`src/rtl/ddr_wr_gearbox_pkg.sv`:
```
package ddr_wr_gearbox_pkg;

  // Gathering phase: idle, expecting the low half (beats 0,1), expecting the high half (beats 2,3)
  typedef enum logic [1:0] {
    GS_IDLE = 2'd0,
    GS_LOW  = 2'd1,
    GS_HIGH = 2'd2
  } gather_state_e;

  // Delay-line tap for a read latency: write latency minus one, latency clamped to 2..max_rl
  function automatic int unsigned lat_to_tap(int unsigned rl, int unsigned max_rl);
    int unsigned r;
    r = rl;
    if (r < 2) r = 2;
    if (r > max_rl) r = max_rl;
    return r - 2;
  endfunction

  // Core column of a prefetch group: start column aligned to four, stepped by four for the second group
  function automatic int unsigned group_col(int unsigned start_col, logic second);
    return (start_col & 32'hFFFF_FFFC) + (second ? 32'd4 : 32'd0);
  endfunction

endpackage

```
`src/rtl/ddr_wr_cmd_delay.sv`:
```
module ddr_wr_cmd_delay
  import ddr_wr_gearbox_pkg::*;
#(
  parameter int COL_W  = 10,
  parameter int MAX_RL = 8,
  parameter int LAT_W  = 4
) (
  input  logic             clk,
  input  logic             rst_n,
  input  logic             cmd_wr,
  input  logic [COL_W-1:0] cmd_col,
  input  logic             cmd_bl8,
  input  logic [LAT_W-1:0] rd_lat,
  output logic             arr_vld,
  output logic [COL_W-1:0] arr_col,
  output logic             arr_bl8
);

  localparam int DEPTH = (MAX_RL > 2) ? MAX_RL - 1 : 1;

  logic [DEPTH-1:0] vld_q;
  logic [DEPTH-1:0] bl8_q;
  logic [COL_W-1:0] col_q [DEPTH];

  for (genvar g = 0; g < DEPTH; g++) begin : g_stage
    if (g == 0) begin : g_head
      always_ff @(posedge clk) begin
        if (!rst_n) begin
          vld_q[0] <= 1'b0;
          bl8_q[0] <= 1'b0;
          col_q[0] <= '0;
        end else begin
          vld_q[0] <= cmd_wr;
          bl8_q[0] <= cmd_bl8;
          col_q[0] <= cmd_col;
        end
      end
    end else begin : g_body
      always_ff @(posedge clk) begin
        if (!rst_n) begin
          vld_q[g] <= 1'b0;
          bl8_q[g] <= 1'b0;
          col_q[g] <= '0;
        end else begin
          vld_q[g] <= vld_q[g-1];
          bl8_q[g] <= bl8_q[g-1];
          col_q[g] <= col_q[g-1];
        end
      end
    end
  end

  int unsigned tap;
  assign tap = lat_to_tap(32'(rd_lat), 32'(MAX_RL));

  always_comb begin
    arr_vld = 1'b0;
    arr_bl8 = 1'b0;
    arr_col = '0;
    for (int i = 0; i < DEPTH; i++) begin
      if (tap == 32'(i)) begin
        arr_vld = vld_q[i];
        arr_bl8 = bl8_q[i];
        arr_col = col_q[i];
      end
    end
  end

endmodule

```
`src/rtl/ddr_wr_gather.sv`:
```
module ddr_wr_gather
  import ddr_wr_gearbox_pkg::*;
#(
  parameter int DW    = 16,
  parameter int MW    = 2,
  parameter int COL_W = 10
) (
  input  logic              clk,
  input  logic              rst_n,
  input  logic              arr_vld,
  input  logic [COL_W-1:0]  arr_col,
  input  logic              arr_bl8,
  input  logic [DW-1:0]     beat_rise,
  input  logic [DW-1:0]     beat_fall,
  input  logic [MW-1:0]     mask_rise,
  input  logic [MW-1:0]     mask_fall,
  output logic              core_we,
  output logic [COL_W-1:0]  core_col,
  output logic [4*DW-1:0]   core_data,
  output logic [4*MW-1:0]   core_mask,
  output logic              evt_second
);

  gather_state_e     state_q;
  logic              second_q;
  logic              bl8_q;
  logic [COL_W-1:0]  start_col_q;
  logic [2*DW-1:0]   lo_data_q;
  logic [2*MW-1:0]   lo_mask_q;

  logic cap_hi;
  assign cap_hi = !arr_vld && (state_q == GS_HIGH);

  // Phase tracking; an arriving burst always restarts gathering
  always_ff @(posedge clk) begin
    if (!rst_n) begin
      state_q     <= GS_IDLE;
      second_q    <= 1'b0;
      bl8_q       <= 1'b0;
      start_col_q <= '0;
      lo_data_q   <= '0;
      lo_mask_q   <= '0;
    end else if (arr_vld) begin
      state_q     <= GS_HIGH;
      second_q    <= 1'b0;
      bl8_q       <= arr_bl8;
      start_col_q <= arr_col;
      lo_data_q   <= {beat_fall, beat_rise};
      lo_mask_q   <= {mask_fall, mask_rise};
    end else begin
      case (state_q)
        GS_LOW: begin
          lo_data_q <= {beat_fall, beat_rise};
          lo_mask_q <= {mask_fall, mask_rise};
          state_q   <= GS_HIGH;
        end
        GS_HIGH: begin
          state_q  <= (bl8_q && !second_q) ? GS_LOW : GS_IDLE;
          second_q <= 1'b1;
        end
        default: state_q <= GS_IDLE;
      endcase
    end
  end

  // Registered core word
  always_ff @(posedge clk) begin
    if (!rst_n) begin
      core_we    <= 1'b0;
      core_col   <= '0;
      core_data  <= '0;
      core_mask  <= '0;
      evt_second <= 1'b0;
    end else begin
      core_we    <= cap_hi;
      evt_second <= cap_hi && second_q;
      if (cap_hi) begin
        core_data <= {beat_fall, beat_rise, lo_data_q};
        core_mask <= {mask_fall, mask_rise, lo_mask_q};
        core_col  <= COL_W'(group_col(32'(start_col_q), second_q));
      end
    end
  end

endmodule

```
`src/rtl/ddr_wr_gearbox.sv`:
```
module ddr_wr_gearbox
  import ddr_wr_gearbox_pkg::*;
#(
  parameter  int DW     = 16,
  parameter  int COL_W  = 10,
  parameter  int MAX_RL = 8,
  localparam int MW     = DW / 8,
  localparam int LAT_W  = $clog2(MAX_RL + 1)
) (
  input  logic             clk,
  input  logic             rst_n,
  input  logic             cmd_wr,
  input  logic [COL_W-1:0] cmd_col,
  input  logic             cmd_bl8,
  input  logic [LAT_W-1:0] rd_lat,
  input  logic [DW-1:0]    beat_rise,
  input  logic [DW-1:0]    beat_fall,
  input  logic [MW-1:0]    mask_rise,
  input  logic [MW-1:0]    mask_fall,
  output logic             core_we,
  output logic [COL_W-1:0] core_col,
  output logic [4*DW-1:0]  core_data,
  output logic [4*MW-1:0]  core_mask
);

  // Named events for the checker
  logic             arr_vld;
  logic [COL_W-1:0] arr_col;
  logic             arr_bl8;
  logic             evt_second;

  ddr_wr_cmd_delay #(
    .COL_W (COL_W),
    .MAX_RL(MAX_RL),
    .LAT_W (LAT_W)
  ) u_delay (
    .clk    (clk),
    .rst_n  (rst_n),
    .cmd_wr (cmd_wr),
    .cmd_col(cmd_col),
    .cmd_bl8(cmd_bl8),
    .rd_lat (rd_lat),
    .arr_vld(arr_vld),
    .arr_col(arr_col),
    .arr_bl8(arr_bl8)
  );

  ddr_wr_gather #(
    .DW   (DW),
    .MW   (MW),
    .COL_W(COL_W)
  ) u_gather (
    .clk       (clk),
    .rst_n     (rst_n),
    .arr_vld   (arr_vld),
    .arr_col   (arr_col),
    .arr_bl8   (arr_bl8),
    .beat_rise (beat_rise),
    .beat_fall (beat_fall),
    .mask_rise (mask_rise),
    .mask_fall (mask_fall),
    .core_we   (core_we),
    .core_col  (core_col),
    .core_data (core_data),
    .core_mask (core_mask),
    .evt_second(evt_second)
  );

endmodule

```
`config.mk`:
```
export PLATFORM = sky130hd
export DESIGN_NAME = ddr_wr_gearbox
export DESIGN_NICKNAME = d
export VERILOG_FILES = /design/src/rtl/ddr_wr_gearbox_pkg.sv /design/src/rtl/ddr_wr_cmd_delay.sv /design/src/rtl/ddr_wr_gather.sv /design/src/rtl/ddr_wr_gearbox.sv
export SDC_FILE = /design/constraint.sdc
export NUM_CORES = 1
export LEC_CHECK = 0
export BUFFER_PORTS_ARGS = -buffer_cell sky130_fd_sc_hd__buf_4
export CAP_MARGIN = 10
export CELL_PAD_IN_SITES_DETAIL_PLACEMENT = 0
export CELL_PAD_IN_SITES_GLOBAL_PLACEMENT = 1
export CORE_MARGIN = 2
export CORE_UTILIZATION = 30
export CTS_CLUSTER_DIAMETER = 40
export DETAILED_ROUTE_END_ITERATION = 10
export PLACE_DENSITY_LB_ADDON = 0.1
export SLEW_MARGIN = 30
export SYNTH_ARGS = -nofsm -noshare
export SYNTH_HDL_FRONTEND = slang
export SYNTH_SLANG_ARGS = --single-unit
```
`constraint.sdc`:
```
create_clock -name clk -period 7.4 [get_ports clk]
set_input_delay 0.74 -clock clk [delete_from_list [all_inputs] [get_ports clk]]
set_output_delay 0.74 -clock clk [all_outputs]
set_load 0.1 [all_outputs]
```
== Word level (Yosys, flattened, before mapping) ==
Memory sizes are Yosys's and may differ from the RTL's.
Index checks and enable logic that the tools add are counted.

* Bits in writable memories: 70
* Memories kept: 1
* Output and inout bits: 83
* Logic and storage cells: 93
* Input bits: 54
* Bits in registers: 147

{| class="wikitable"
|+ Memory list
! name !! depth !! width !! read ports !! clocked after Yosys merged registers in !! write ports !! RTL line !! source
|-
| u_delay.col_q || 7 || 10 || 7 || 0 || 7 || ddr_wr_cmd_delay.sv:23 || <nowiki>logic [COL_W-1:0] col_q [DEPTH];</nowiki>
|}

* Eq/ne operators: 8
* Reduce and logical (&&, ||, !) cells: 7
* Bitwise gates (word level): 8
* Add/sub/neg operators: 2
* Magnitude comparators: 2
* Muxes and demuxes: 40

{| class="wikitable"
|+ Operator list
! operator !! number
|-
| $mux 10 || 14
|-
| $eq 32x3->1 const B || 3
|-
| $eq 32x2->1 const B || 2
|-
| $mux 32 || 2
|-
| $eq 32x1->1 const B || 1
|-
| $logic_not 32->1 || 1
|-
| $mux 1 || 17
|-
| $mux 4 || 4
|-
| $add 10x10->10 || 1
|-
| $or 1x1->1 || 7
|-
| $sub 4x2->5 const B || 1
|-
| $gt 4x4->1 const B || 1
|-
| $lt 4x2->1 const B || 1
|-
| $pmux 2 s2 || 1
|-
| $mux 3 || 1
|-
| $eq 2x1->1 const B || 1
|-
| $eq 2x2->1 const B || 1
|-
| $logic_and 1x1->1 || 2
|-
| $logic_not 1->1 || 2
|-
| $mux 2 || 1
|-
| $reduce_bool 2->1 || 1
|-
| $reduce_or 2->1 || 1
|-
| $not 1->1 || 1
|}

== Longest topological paths before layout ==
Gate-level depths: netlist of run 1.

* Word-level depth: 15
* Depth in mapped cells: 16
* Mapped depth without buffers: 9

== Modules after synthesis ==
A second synthesis of run 1 with hierarchy kept.

* Cells, all modules: 896
* Area, all modules: 8086.5 um^2

{| class="wikitable"
|+ By module, submodules not included
! module !! instances !! seq. area each (um^2) !! area each (um^2) !! cells an instance
|-
| ddr_wr_gather || 1 || 2602.5 || 4829.6 || 569
|-
| ddr_wr_cmd_delay || 1 || 1681.6 || 3256.9 || 327
|}

== Least setup slack after synthesis of run 1 ==
No wires, ideal clock.

* Kind: input -> register
* From: input port rd_lat[3]
* To: register u_gather.state_q[1]
* Buffers on the path: 6
* Stages on the path: 15
* Library setup time: 115 ps
* Data arrival time: 3263 ps
* Path slack: 4022 ps
* Data required time: 7285 ps
* Path through: buf_2 inv_1 clkbuf_1 nand2_1 ha_1 or3b_1 buf_2 nor2_4 buf_4 a2bb2oi_1 a21oi_4 o22ai_1 buf_6 buf_6 and2_1

* Cells in the longest elaborated chain, start to end: 14
* Elaborated cells between the ends (all ways): 20

{| class="wikitable"
|+ Ends and longest elaborated chain
! item !! RTL line !! source
|-
| start: declaration || ddr_wr_gearbox.sv:15 || <nowiki>input logic [LAT_W-1:0] rd_lat,</nowiki>
|-
| $lt 4x2->1 || ddr_wr_gearbox_pkg.sv:14 || <nowiki>if (r < 2) r = 2;</nowiki>
|-
| $mux 4 (*) || ddr_wr_gearbox_pkg.sv:14 ||
|-
| $gt 4x4->1 || ddr_wr_gearbox_pkg.sv:15 || <nowiki>if (r > max_rl) r = max_rl;</nowiki>
|-
| $mux 4 (*) || ddr_wr_gearbox_pkg.sv:15 ||
|-
| $sub 4x2->5 (*) || ddr_wr_gearbox_pkg.sv:16 || <nowiki>return r - 2;</nowiki>
|-
| $logic_not 32->1 || ddr_wr_cmd_delay.sv:61 || <nowiki>if (tap == 32'(i)) begin</nowiki>
|-
| $mux 1 (6 in series) || ddr_wr_cmd_delay.sv:61 ||
|-
| $mux 1 (*) || ddr_wr_cmd_delay.sv:61 ||
|-
| $mux 2 (*) || ddr_wr_gather.sv:43 || <nowiki>end else if (arr_vld) begin</nowiki>
|-
| end signal: assignment || ddr_wr_gather.sv:58 || <nowiki>state_q <= (bl8_q && !second_q) ? GS_LOW : GS_IDLE;</nowiki>
|-
| end: declaration || ddr_wr_gather.sv:24 || <nowiki>gather_state_e state_q;</nowiki>
|}

Mark *: on every way between the ends. The rest lies on a longest branch, timed or not.
A chain may end at the register's enable or synchronous reset.

== Final worst setup path of run 1 ==
* From: input port rd_lat[3]
* To: register u_gather.core_data[1]

* Cells in the longest elaborated chain, start to end: 15
* Elaborated cells between the ends (all ways): 21

{| class="wikitable"
|+ Ends and longest elaborated chain
! item !! RTL line !! source
|-
| $lt 4x2->1 || ddr_wr_gearbox_pkg.sv:14 ||
|-
| $mux 4 (*) || ddr_wr_gearbox_pkg.sv:14 ||
|-
| $gt 4x4->1 || ddr_wr_gearbox_pkg.sv:15 ||
|-
| $mux 4 (*) || ddr_wr_gearbox_pkg.sv:15 ||
|-
| $sub 4x2->5 (*) || ddr_wr_gearbox_pkg.sv:16 ||
|-
| $logic_not 32->1 || ddr_wr_cmd_delay.sv:61 ||
|-
| $mux 1 (6 in series) || ddr_wr_cmd_delay.sv:61 ||
|-
| $mux 1 (*) || ddr_wr_cmd_delay.sv:61 ||
|-
| $logic_not 1->1 (*) || ddr_wr_gather.sv:32 || <nowiki>assign cap_hi = !arr_vld && (state_q == GS_HIGH);</nowiki>
|-
| $logic_and 1x1->1 (*) || ddr_wr_gather.sv:32 ||
|-
| end signal: assignment || ddr_wr_gather.sv:78 || <nowiki>core_data <= {beat_fall, beat_rise, lo_data_q};</nowiki>
|-
| end: declaration || ddr_wr_gather.sv:19 || <nowiki>output logic [4*DW-1:0] core_data,</nowiki>
|}

Marks and branches as above.

==> reports/metrics.csv, run 1 <==
metric,value,unit
synth_edf_count,0,
path_class,in2reg,
antenna_left,0,
vias_per_cell,4.38,
port_buffers,132,
p_leak,4.24,nW
dieArea,26300,um2
grt_max_degree,155,
fmax,0.282,GHz
clk_pin_slew_worst_paths,0.07,ns
final_core_util,38.0,%
wl_per_cell,13.7,um
first_iter_violations,274,
num_io_pins,137,
setup_viol,0,
layout_common_cells,"dfxtp_1, nand2_1, buf_4, mux2i_1, and2_1",
yosysSeqAreaShare,53.2,%
cp.required,7.75,ns
synth_xor_area_share,0.701,%
async_flop_share,0,%
tritoncts,built,
slew_headroom,40.0,%
grt_pass1_wl,26200,um
syn_to_final_growth,23.6,%
ir_worst_vdd,151,uV
rsz0062_at_grt,no,
placed_cell_area,8640,um2
skew,0.00954,ns
critPathCaptureType,register,
dp_hpwl,10800,um
synthMuxAreaShare,18.2,%
hp-class,reg2reg,
cts-hold-fix-buffers,0,
finalHoldViolCount,0,
cp.arrival,3.89,ns
synth_area,7490,um2
multiInputGateArea,3200,um2
drive_gt1_share,21.7,%
path_max_fanout,56,
synth_warnings,0,
fin_nets,903,
place_congestion,0.722,
synth_compound_area_share,4.79,%
finalSetupTns,0,ns
clockRootBuffer,clkbuf_16,
insertion_delay,0.43,ns
cts_buffer_depth,2,
cts_sinks,199,
synth-seq-cells,199,
initial_core_util,30.7,%
status,"complete, no violations",
cts_buffers,17,
fp.dieW,162,um
pwr_density_cell,257,nW/um2
grtUsageTotal,12.4,%
overflow,0,
cts_setup_buffers,0,
final_common_cell,dfxtp_1,
fin_crit_sh,47.8,%
syn-mean-instance-area,10.1,um2
worst_pin_slew,0.900,ns
worstSetupStartpointType,primary input,
synth_top_flop_cell,dfxtp_1,
die_height,162,um
finalPower,2.38,mW
synth-simple-area-share,18.1,%
core_area,24400,um2
fin_crit,3.54,ns
synth_top_family_by_area,multiplexers,
first_pass_iters,4,
synth_cell_types,43,
final_cell_area,9260,um2
antenna_cells,0,
antenna_found_initial,0,
vias,5181,
grt_pass1_vias,5036,
synthCells,740,
maxCapViolations,0,
cts_resized,0,
h-tree-depth,4,
final_max_slew_viol_count,0,
register_area,3980,um2
rows,57,
synthAdderAreaFrac,0.501,%
drc_errors,0,
fillers,2501,
wl,16200,um
-- layer usage --
layer	vias to the layer above	global-route usage [%]	wire, um
met1	2396	16.8	7880
li1	2661	-	-
met4	0	3.74	160
met2	110	19.6	7370
met3	14	2.94	763
met5	-	0	0
-- worst paths after layout --
path,startpoint,to,slack (ns),cells past startpoint
max,rd_lat[3],u_gather.core_data[1],3.86,11
min,u_delay.col_q[1][17],u_delay.col_q[1][27],0.44,1
max reg2reg,u_delay.vld_q[2],u_gather.core_data[1],5.44,6
min reg2reg,u_delay.col_q[1][17],u_delay.col_q[1][27],0.44,1
-- stage by stage --
| step | setup slack [ns] | hold slack, ns | std cells |
|---|---|---|---|
| floorplan | 4.02 | 0.410 | 741 |
| global placement | 3.23 | 0.423 | 1151 |
| detailed placement | 3.18 | 0.432 | 1151 |
| CTS | 3.61 | 0.449 | 1183 |
| global route | 3.61 | 0.464 | 1183 |
| finish | 3.86 | 0.445 | 1183 |
-- registers in the layout, indices dropped and copies added, names as in the netlist --
signal	flops
u_gather.core_data	64
u_gather.start_col_q	8
u_delay.vld_q	7
u_delay.col_q	56
u_gather.core_mask	8
u_gather.lo_mask_q	4
u_gather.core_col	8
u_delay.bl8_q	7
u_gather.core_we	1
u_gather.state_q	2
u_gather.second_q	1
u_gather.bl8_q	1
u_gather.lo_data_q	32
-- power by group --
part | switching, mW | internal, mW
sequential | 0.0162 | 1.11
combinational | 0.199 | 0.0915
clock | 0.432 | 0.529
-- kinds of logic after synthesis --
logic type                 Yosys count
AOI/OAI and AO/OA                   49
xor gates and xnor gates             6
muxes                              135
DFF                                199
adders and majority gates            3
buffers and inverters               56
and+or+nand+nor                    291
other                                1
-- Yosys cell counts, types with 2 or more instances --
library cell | instances | area share (%)
dfxtp_1 | 199 | 53
nand2_1 | 187 | 9.4
mux2i_1 | 126 | 17
and2_1 | 78 | 6.5
clkbuf_1 | 26 | 1.3
buf_6 | 14 | 2.1
a21oi_1 | 10 | 0.67
a221oi_1 | 9 | 1.1
mux2_2 | 9 | 1.4
o21ai_0 | 9 | 0.60
buf_2 | 8 | 0.53
nor2_1 | 7 | 0.35
o221ai_1 | 7 | 0.82
inv_1 | 5 | 0.25
nand2b_1 | 4 | 0.33
nand3_1 | 4 | 0.27
xnor2_1 | 4 | 0.47
buf_4 | 3 | 0.30
ha_1 | 3 | 0.50
nor2_4 | 2 | 0.30
nor3_1 | 2 | 0.13
o2111ai_1 | 2 | 0.23
xor2_1 | 2 | 0.23
-- layout make-up --
cell class,instances,area share (%)
inverters,5,0.203
clock buffers,19,4.89
multi-input cells,486,34.6
clock inverters,13,1.72
repair buffers,137,11.2
well taps,324,4.38
flip-flops and latches,199,43.0
-- critical path, cell delays in order --
cell and delay, ns:
buf_4 0.15, inv_1 0.31, nand2_1 0.10, ha_1 0.41, or3b_1 0.48, nor2_4 0.31
a311o_1 0.28, a21oi_4 0.08, o21ai_4 0.15, buf_6 0.57, mux2i_1 0.26
Power figures use the tool's default switching activity.
==> inputs of run 2 (changes only) <==
clock period = 3.71 ns   (was 7.4 ns; I/O delays follow)
==> run 2 against run 1 <==
Sequential cell count unchanged. Critical endpoint is now u_gather.core_data[16]. Critical path depth unchanged. Final area increased by 0.26%. Power increased by 96%. Clock skew increased by 0.0011 ns. Count of clock-buffer cells in the layout increased by 1. Critical path type unchanged. Die area unchanged.
==> reports/metrics.csv, run 2 (same netlist as run 1, synthesis figures left out) <==
metric,value,unit
vias_per_cell,4.39,
tritoncts,built,
final_max_slew_viol_count,0,
timing.rr.end,u_gather.lo_data_q[24],
cts_sinks,199,
vias,5216,
whs_endpoint,u_delay.vld_q[0],
path_max_fanout,24,
setup_viol,0,
status,"complete, no violations",
final_common_cell,dfxtp_1,
multiInputGateArea,3200,um2
layout_common_cells,"dfxtp_1, nand2_1, buf_4, mux2i_1, and2_1",
largest_register_ffs,64,
dieArea,26300,um2
fin_nets,907,
reg2reg_setup_slack,1.90,ns
register_area,3980,um2
rsz0062_at_grt,no,
num_io_pins,137,
initial_core_util,30.7,%
worst_pin_slew,0.873,ns
reg2reg_depth,6,
cts_setup_buffers,0,
port_buffers,132,
cts_buffers,17,
finalSetupTns,0,ns
dp_hpwl,11100,um
pwr_density_cell,503,nW/um2
fp.dieW,162,um
core_area,24400,um2
placed_cell_area,8700,um2
grt_max_degree,125,
cts_resized,0,
cts_buffer_depth,2,
fmax,0.351,GHz
grt_pass1_vias,5140,
die_height,162,um
largest-register,u_gather.core_data,
cp.required,4.05,ns
antenna_left,0,
fin_crit_sh,76.7,%
setup_slack,0.863,ns
drive_gt1_share,21.8,%
overflow,0,
top_regs,"u_gather.core_data x64, u_delay.col_q x56, u_gather.lo_data_q x32",
syn_to_final_growth,23.9,%
cts-hold-fix-buffers,0,
cp.arrival,3.19,ns
post-place-ws,0.415,ns
h-tree-depth,4,
slew_headroom,41.8,%
insertion_delay,0.42,ns
grtUsageTotal,12.4,%
maxCapViolations,0,
path_class,in2reg,
grt_pass1_wl,26100,um
drc_errors,0,
antenna_cells,0,
antenna_found_initial,0,
first_iter_violations,174,
worstSetupStartpointType,primary input,
rows,57,
skew,0.0107,ns
hp-class,in2reg,
hp-start,cmd_wr,
ir_worst_vdd,255,uV
first_pass_iters,4,
wl_per_cell,13.6,um
fin_crit,2.85,ns
place_congestion,0.737,
whs_path_depth,2,
p_leak,4.25,nW
wl,16100,um
clk_pin_slew_worst_paths,0.07,ns
fillers,2493,
critPathCaptureType,register,
final_cell_area,9280,um2
finalHoldViolCount,0,
r2r-start,u_delay.vld_q[0],
clockRootBuffer,clkbuf_16,
run 2: cell count changes in the layout (fill, tap and decap cells not counted):
cell      delta
inv_8        -1
clkbuf_8     -2
clkinv_2     +2
buf_4        +3
clkbuf_1     +2
buf_12       +2
inv_6        -2
run 2: worst max-delay path by stage:
stage | end | startpoint | depth (start not counted)
6_report | u_gather.core_data[16] | rd_lat[1] | 11
5_1_grt | u_gather.core_data[55] | rd_lat[1] | 11
4_1_cts | u_gather.core_data[16] | rd_lat[1] | 11
3_5_place_dp | u_gather.core_mask[1] | rd_lat[1] | 11
3_3_place_gp | u_gather.core_data[45] | rd_lat[1] | 11
2_1_floorplan | u_gather.state_q[1] | rd_lat[3] | 15
run 2: final cells by class:
type	count	area share, %
flip-flops and latches	199	42.9
multi-input cells	486	34.5
repair buffers	141	11.7
clock buffers	20	4.81
well taps	324	4.37
clock inverters	12	1.51
inverters	5	0.202
run 2: per-stage QoR:
stage / hold slack, ns / util, % / cells / power (mW)
CTS: 0.132 / 38.1 / 1187 / 4.74
floorplan: 0.410 / - / 741 / 2.75
detailed placement: 0.431 / 35.7 / 1155 / 2.89
global route: 0.131 / 38.1 / 1187 / 4.88
global placement: 0.424 / 35.7 / 1155 / 2.88
finish: 0.154 / 38.1 / 1187 / 4.67
run 2: where the power goes:
| group | switching [mW] | leakage [nW] | internal, mW | total, mW |
|---|---|---|---|---|
| logic | 0.398 | 2.35 | 0.187 | 0.584 |
| clock network | 0.813 | 0.284 | 1.02 | 1.84 |
| registers | 0.0323 | 1.62 | 2.21 | 2.25 |
| total | 1.24 | 4.25 | 3.43 | 4.67 |
run 2: layer usage:
layer  track usage [%]  wire (um)  vias up  share of wire, %
met3              2.76        684       13               4.2
met4              4.34        177        0               1.1
met2              20.1       7460      105                46
met5                 0          0        -                 0
li1                  -          -     2672                 -
met1              16.3       7830     2426                48
run 2: critical path, stage by stage:
cell	delay (ns)
buf_4	0.12
nand2b_1	0.22
nand2_1	0.08
ha_1	0.40
or3b_1	0.47
nor2_4	0.31
a311o_1	0.28
a21oi_4	0.08
o21ai_4	0.17
buf_4	0.40
mux2i_1	0.26
